### src/rtl/bseq_pkg.sv
package bseq_pkg;

    localparam int unsigned ADDR_BITS  = 21;
    localparam int unsigned DATA_BITS  = 16;
    localparam int unsigned BLOCK_BITS = 6;
    localparam int unsigned WAIT_W     = 3;
    localparam int unsigned CNT_W      = WAIT_W + 1;

    localparam logic [WAIT_W-1:0] WAIT_MIN = 3'd4;
    localparam logic [WAIT_W-1:0] WAIT_RST = 3'd7;

    typedef enum logic [1:0] {
        CFG_WAIT  = 2'd0,
        CFG_PSAVE = 2'd1,
        CFG_CMD   = 2'd2,
        CFG_SPARE = 2'd3
    } cfg_sel_e;

    typedef struct packed {
        logic [WAIT_W-1:0] wait_total;
        logic              psave;
    } cfg_t;

    typedef enum logic [1:0] {
        ST_IDLE   = 2'd0,
        ST_WAIT   = 2'd1,
        ST_STREAM = 2'd2
    } phase_e;

    function automatic logic wait_legal(logic [WAIT_W-1:0] v);
        return v >= WAIT_MIN;
    endfunction

    function automatic logic [CNT_W-1:0] first_delay(cfg_t c);
        return {1'b0, c.wait_total} + {{(CNT_W-1){1'b0}}, c.psave};
    endfunction

endpackage

### src/rtl/bseq_cfg_regs.sv
module bseq_cfg_regs
    import bseq_pkg::*;
(
    input  logic              clk,
    input  logic              rst,
    input  logic              we,
    input  logic [1:0]        sel,
    input  logic [WAIT_W-1:0] wdata,
    output cfg_t              cfg
);

    logic [WAIT_W-1:0] wait_q;
    logic              ps_q;

    always_ff @(posedge clk) begin
        if (rst) begin
            wait_q <= WAIT_RST;
            ps_q   <= 1'b0;
        end else if (we) begin
            case (cfg_sel_e'(sel))
                CFG_WAIT: begin
                    if (wait_legal(wdata)) wait_q <= wdata;
                end
                CFG_PSAVE: begin
                    if (wdata[0]) ps_q <= 1'b1;
                end
                default: begin
                end
            endcase
        end
    end

    assign cfg.wait_total = wait_q;
    assign cfg.psave      = ps_q;

    // illegal latency values never reach the register
    a_r6_wait_floor: assert property (@(posedge clk) disable iff (rst)
        wait_q >= WAIT_MIN);

    // an out-of-range write leaves the setting unchanged
    a_r6_reject_low: assert property (@(posedge clk) disable iff (rst)
        (we && sel == 2'd0 && wdata < WAIT_MIN) |=> $stable(wait_q));

    // power-save only clears through reset
    a_r7_psave_sticky: assert property (@(posedge clk) disable iff (rst)
        ps_q |=> ps_q);

endmodule

### src/rtl/bseq_addr_ctr.sv
module bseq_addr_ctr #(
    parameter int unsigned AW = bseq_pkg::ADDR_BITS,
    parameter int unsigned BW = bseq_pkg::BLOCK_BITS
) (
    input  logic          clk,
    input  logic          rst,
    input  logic          load,
    input  logic [AW-1:0] load_addr,
    input  logic          step,
    output logic [AW-1:0] cur_addr,
    output logic          at_edge
);

    logic [AW-1:0] cur_q;

    always_ff @(posedge clk) begin
        if (rst) begin
            cur_q <= '0;
        end else if (load) begin
            cur_q <= load_addr;
        end else if (step) begin
            cur_q <= cur_q + {{(AW-1){1'b0}}, 1'b1};
        end
    end

    assign cur_addr = cur_q;
    assign at_edge  = &cur_q[BW-1:0];

    // stepping past the top address lands on zero
    a_r5_wrap_zero: assert property (@(posedge clk) disable iff (rst)
        (step && !load && (&cur_q)) |=> (cur_q == '0));

endmodule

### src/rtl/bseq_ctrl.sv
module bseq_ctrl
    import bseq_pkg::*;
(
    input  logic clk,
    input  logic rst,
    input  logic chip_en_n,
    input  logic addr_strobe_n,
    input  cfg_t cfg,
    input  logic at_edge,
    output logic load,
    output logic step,
    output logic mem_rd,
    output logic rdy
);

    phase_e           phase_q;
    logic [CNT_W-1:0] wcnt_q;
    logic             gap_q;
    logic             burst_ps_q;
    logic             rdy_q;

    logic start;
    logic stop;
    logic issue;

    always_comb begin
        stop  = chip_en_n;
        start = !chip_en_n && !addr_strobe_n;
        unique case (phase_q)
            ST_WAIT:   issue = (wcnt_q == '0);
            ST_STREAM: issue = !gap_q;
            default:   issue = 1'b0;
        endcase
    end

    always_ff @(posedge clk) begin
        if (rst) begin
            phase_q    <= ST_IDLE;
            wcnt_q     <= '0;
            gap_q      <= 1'b0;
            burst_ps_q <= 1'b0;
            rdy_q      <= 1'b0;
        end else begin
            rdy_q <= issue && !stop && !start;
            if (stop) begin
                phase_q <= ST_IDLE;
                gap_q   <= 1'b0;
            end else if (start) begin
                phase_q    <= ST_WAIT;
                wcnt_q     <= first_delay(cfg) - {{(CNT_W-1){1'b0}}, 1'b1};
                burst_ps_q <= cfg.psave;
                gap_q      <= 1'b0;
            end else begin
                unique case (phase_q)
                    ST_WAIT: begin
                        if (wcnt_q == '0) begin
                            phase_q <= ST_STREAM;
                            gap_q   <= at_edge || burst_ps_q;
                        end else begin
                            wcnt_q <= wcnt_q - {{(CNT_W-1){1'b0}}, 1'b1};
                        end
                    end
                    ST_STREAM: begin
                        if (gap_q) gap_q <= 1'b0;
                        else       gap_q <= at_edge;
                    end
                    default: begin
                    end
                endcase
            end
        end
    end

    assign load   = start;
    assign step   = issue;
    assign mem_rd = issue;
    assign rdy    = rdy_q;

    // a strobe is followed by a quiet cycle
    a_r2_strobe_quiet: assert property (@(posedge clk) disable iff (rst)
        (!chip_en_n && !addr_strobe_n) |=> (!rdy_q && !issue));

    // deselect silences ready after the sampling edge
    a_r8_deselect_quiet: assert property (@(posedge clk) disable iff (rst)
        chip_en_n |=> !rdy_q);

    // a read at a block end is followed by a gap cycle
    a_r4_block_gap: assert property (@(posedge clk) disable iff (rst)
        (issue && at_edge) |=> !issue);

endmodule

### src/rtl/burst_seq_top.sv
module burst_seq_top
    import bseq_pkg::*;
#(
    parameter int unsigned AW = ADDR_BITS,
    parameter int unsigned DW = DATA_BITS,
    parameter int unsigned BW = BLOCK_BITS
) (
    input  logic          clk,
    input  logic          rst,
    input  logic          chip_en_n,
    input  logic          addr_strobe_n,
    input  logic [AW-1:0] addr_in,
    input  logic          cfg_we,
    input  logic [1:0]    cfg_sel,
    input  logic [2:0]    cfg_wdata,
    output logic          mem_rd,
    output logic [AW-1:0] mem_addr,
    input  logic [DW-1:0] mem_rdata,
    output logic          rdy,
    output logic [DW-1:0] dout
);

    cfg_t cfg;
    logic load;
    logic step;
    logic at_edge;

    bseq_cfg_regs u_cfg (
        .clk   (clk),
        .rst   (rst),
        .we    (cfg_we),
        .sel   (cfg_sel),
        .wdata (cfg_wdata),
        .cfg   (cfg)
    );

    bseq_addr_ctr #(.AW(AW), .BW(BW)) u_addr (
        .clk       (clk),
        .rst       (rst),
        .load      (load),
        .load_addr (addr_in),
        .step      (step),
        .cur_addr  (mem_addr),
        .at_edge   (at_edge)
    );

    bseq_ctrl u_ctrl (
        .clk           (clk),
        .rst           (rst),
        .chip_en_n     (chip_en_n),
        .addr_strobe_n (addr_strobe_n),
        .cfg           (cfg),
        .at_edge       (at_edge),
        .load          (load),
        .step          (step),
        .mem_rd        (mem_rd),
        .rdy           (rdy)
    );

    assign dout = mem_rdata;

    // back-to-back reads walk consecutive addresses
    a_r3_consecutive: assert property (@(posedge clk) disable iff (rst)
        (mem_rd && $past(mem_rd)) |-> (mem_addr == $past(mem_addr) + {{(AW-1){1'b0}}, 1'b1}));

    // a presented word was requested on the cycle before
    a_r2_rdy_has_read: assert property (@(posedge clk) disable iff (rst)
        rdy |-> $past(mem_rd));

endmodule

### config.mk
export PLATFORM = sky130hd
export DESIGN_NAME = burst_seq_top
export DESIGN_NICKNAME = d
export VERILOG_FILES = /design/src/rtl/bseq_pkg.sv /design/src/rtl/bseq_cfg_regs.sv /design/src/rtl/bseq_addr_ctr.sv /design/src/rtl/bseq_ctrl.sv /design/src/rtl/burst_seq_top.sv
export SDC_FILE = /design/constraint.sdc
export NUM_CORES = 1
export LEC_CHECK = 0
export BUFFER_PORTS_ARGS = -buffer_cell sky130_fd_sc_hd__clkbuf_2
export CAP_MARGIN = 15
export CORE_AREA = 5 5 70 72
export DETAILED_ROUTE_END_ITERATION = 8
export DIE_AREA = 0 0 75 77
export PLACE_DENSITY = 0.87
export SYNTH_ARGS = -nofsm -noshare
export SYNTH_HDL_FRONTEND = slang
export SYNTH_HIERARCHICAL = 1
export SYNTH_SLANG_ARGS = --single-unit
### constraint.sdc
create_clock -name clk -period 6.3 [get_ports clk]
set_input_delay 0 -clock clk [delete_from_list [all_inputs] [get_ports clk]]
set_output_delay 0 -clock clk [all_outputs]
set_load 0.02 [all_outputs]
==> results.md <==
* First-pass GRT wire length at between 8000 and 9000 um
* Post-synth EDFFs at 0
* Via count at around 2k
* Final nets at ~360
* Cts bufs inserted at 5
* Routed Wire Length at between 5000 and 6000 um
* Clk root buf: clkbuf_8
* Buf/Inv on CP at 1
* Hold slack at 0.000007049 ns
* Largest net degree at the start of global routing at 36
* Crit path top cell by count: or4_1
* CTS Buffer Depth at 2
* Setup Crit Path Kind: reg2reg
* Clk_lat worst skew at around 0.28 ns
* Hold buffers post-CTS at 18
* Vias in the first global route at between 1.5k and 2k
* First-pass DRT Iterations at 4
* Number of fill cells at 374
* Routed len/inst at 14.58 um
* Worst r2r src: u_ctrl/wcnt_q[0]
* Vias per cell at around 5.5
* Core ar. at around 4200 um^2
* TritonCTS clock tree: built
* Post-Synth Adder-Cell Area at 0.03623
* Crit path from: u_ctrl/wcnt_q[0]
* Slew HR at 0.3637
* Setup crit end kind: flip-flop
* Register area share after synthesis at 0.3285
* Setup_tns at 0 ns
* Number of remaining DRC errors at 0
* Critical Path RT at 6.48 ns
* Clk slew on worst S/H paths at about 0.070 ns
* Ant. Diodes at 0
* Synth Area in Compound Gates at 0.1721
* Syn_area_per_cell at just over 8 um^2
* Endpoints failing hold at 0
* Reg2reg path depth at 8
* DIE HEIGHT at ~77 um
* Worst hold path class: in2out
* Post-route ant nets at 0
* Outcome: finished clean
* Least-Margin Pin Slew at 0.9457 ns
* Synthesized cell area at between 2000 and 2500 um^2
* RSZ-0062 raised after global routing: false
* Number of DRC markers in iteration 0 at slightly above 80
* Leakage power at 1.004 nW
* Post-Syn Nets at between 300 and 400
* Worst path arrival time at around 3.6 ns
* DIE WIDTH at about 75 um
* Hold path start: mem_rdata[3]
* Largest family of logic cells by synthesized area: simple AND/OR/NAND/NOR gates
* Initial antenna violation count at 0
* Async S/R FF share, synth at 0
* CP top delay family: simple AND/OR/NAND/NOR gates
* Max-cap violation count at 0
* Post-Synthesis Cells at 255
* Yosys cell types at 48
* Total grt overflow at 0
* GRT Util Overall at 0.1875
* Final period util at 0.5350
* Worst-case vdd ir drop at between 0.15 and 0.2 mV
* Hold Path Depth at 0
* Post-synthesis simple-gate area fraction at 0.2657
* CP max FO at 12
* Ys Warns at 6
* Site Rows at 24
* Crit-path max cell delay at 0.76 ns
* Critical Path Source Type: flip-flop
* XOR/XNOR Fraction of Synth Area at 0.05072
* Crit-path slowest cell: a21oi_1
* Post-CTS setup buffer count at 0
* Synthesized flop and latch total at 34
* Area Growth Syn to Fin at 20.71%
* Mux share of post-synthesis cell area at 0.02899
* Share of layout cells above drive strength 1 at 0.2248
* I/O pins at 86
* H-tree levels at 2
* DPL Wire Length at roughly 3600 um
* RD Place Congestion at ~0.85
* Min Tclk post-route at 3.371 ns
* Fin. max-slew vios at 0
* Final Power at approximately 0.00049 W
* WP depth at 8
* Worst path cell trace: inv_1 > ha_1 > nand3_1 > a21oi_1 > nand3_2 > or4_1 > or4_1 > a311oi_1
* Starting density of the core at 0.4894
* Clk_skew at around 0.0067 ns
* Pwr Density at ~200 nW/um^2
* Sink Count at 34
* Port bufs at 53
* Max Fclk at between 0.2 and 0.3 GHz
* Die area at ~5800 um^2
* CTS resizes at 0
* Final setup violation count at 0
* Top FF cell, synth: dfxtp_1
==> final timing paths <==
path / end / slack [ns]
hold reg to reg: u_cfg/ps_q / 0.47
setup / recovery: u_addr/cur_addr[17] / 2.93
hold / removal: dout[3] / 0.000007
setup reg to reg: u_addr/cur_addr[17] / 2.93
==> layer usage <==
metal / global-route usage / part of all wire / up-vias
met5: 0 / 0 / -
met4: 0.05694 / 0.0088 / 0
met3: 0.04706 / 0.055 / 4
met2: 0.3249 / 0.53 / 60
met1: 0.2210 / 0.41 / 918
li1: - / - / 998
==> layout make-up <==
type                       count  area, um^2  area share
clock buffer                   7       86.33     0.03452
timing repair buffer          72       452.9      0.1811
multi-input combinational    176        1147      0.4587
inverter                      17       63.81     0.02551
tap                           52       65.06     0.02601
clock inverter                 1       5.005    0.002001
sequential                    34       680.7      0.2721
==> cell usage after synthesis (all sizes together), types with 2 or more instances <==
cell    count  area [um^2]
dfxtp      34        680.7
nor2       33        123.9
buf        26        172.7
nand2      18        75.07
a21oi      17        85.08
inv        17        63.81
xnor2      11        96.34
nand3       8        45.04
o21ai       8        40.03
a211oi      7        65.06
nor4        7        43.79
a311oi      6        52.55
ha          6        75.07
mux2i       6        60.06
nand4       5        46.29
nor3        5        25.02
nor3b       5        37.54
or3         4        25.02
or4         4        30.03
a21boi      3        22.52
a31oi       2        12.51
and3        2        12.51
clkbuf      2        7.510
nand4b      2        17.52
nor4bb      2        35.03
o31ai       2        15.01
==> where the power goes <==
group | switching (W) | leakage, nW | internal [W] | total, W
clock network | 0.0000767 | 0.0482 | 0.0000881 | 0.000165
logic | 0.0000478 | 0.678 | 0.0000405 | 0.0000882
registers | 0.0000146 | 0.278 | 0.000226 | 0.000241
total | 0.000139 | 1.00 | 0.000355 | 0.000494
==> cells by family (layout without fill, tap and decap cells) <==
logic type | count (synthesis) | count (layout)
XOR/XNOR | 12 | 12
multiplexers | 6 | 6
buffers and inverters | 45 | 97
adder cells (fa/ha/maj) | 6 | 6
AO/OA/AOI/OAI | 53 | 53
AND/OR/NAND/NOR | 99 | 99
flip-flops | 34 | 34
==> per-stage QoR <==
step | setup slack [ns] | instances | utilization | area (um^2)
4_1_cts | 2.967 | 359 | 0.5907 | 2501
6_report | 2.929 | 359 | 0.5907 | 2501
2_1_floorplan | 3.272 | 255 | - | 2072
5_1_grt | 2.634 | 359 | 0.5907 | 2501
3_3_place_gp | 3.105 | 333 | 0.5266 | 2230
3_5_place_dp | 2.983 | 333 | 0.5266 | 2230
==> sequential cells by signal, summed over array words and instances, names as in the netlist <==
name,count
u_cfg/ps_q,1
u_addr/cur_addr,21
u_ctrl/burst_ps_q,1
u_ctrl/gap_q,1
u_ctrl/wcnt_q,4
u_ctrl/phase_q,2
u_cfg/wait_q,3
u_ctrl/rdy,1
==> cells in the final DEF, fill, tap and decap left out, types with 3 or more instances in the layout <==
cell / instances
mux2i_1: 6
a21oi_1: 17
or3_1: 4
ha_1: 6
dfxtp_1: 34
nor3_1: 5
nor4_1: 7
clkbuf_8: 6
nor2_1: 33
xnor2_1: 11
nand4_1: 4
a311oi_1: 6
clkbuf_2: 53
dlygate4sd3_1: 18
a21boi_0: 3
nand2_1: 17
inv_1: 16
nor3b_1: 5
o21ai_0: 7
a211oi_1: 6
or4_1: 4
nand3_1: 7
Note: power is estimated with default switching activity, not from simulation.
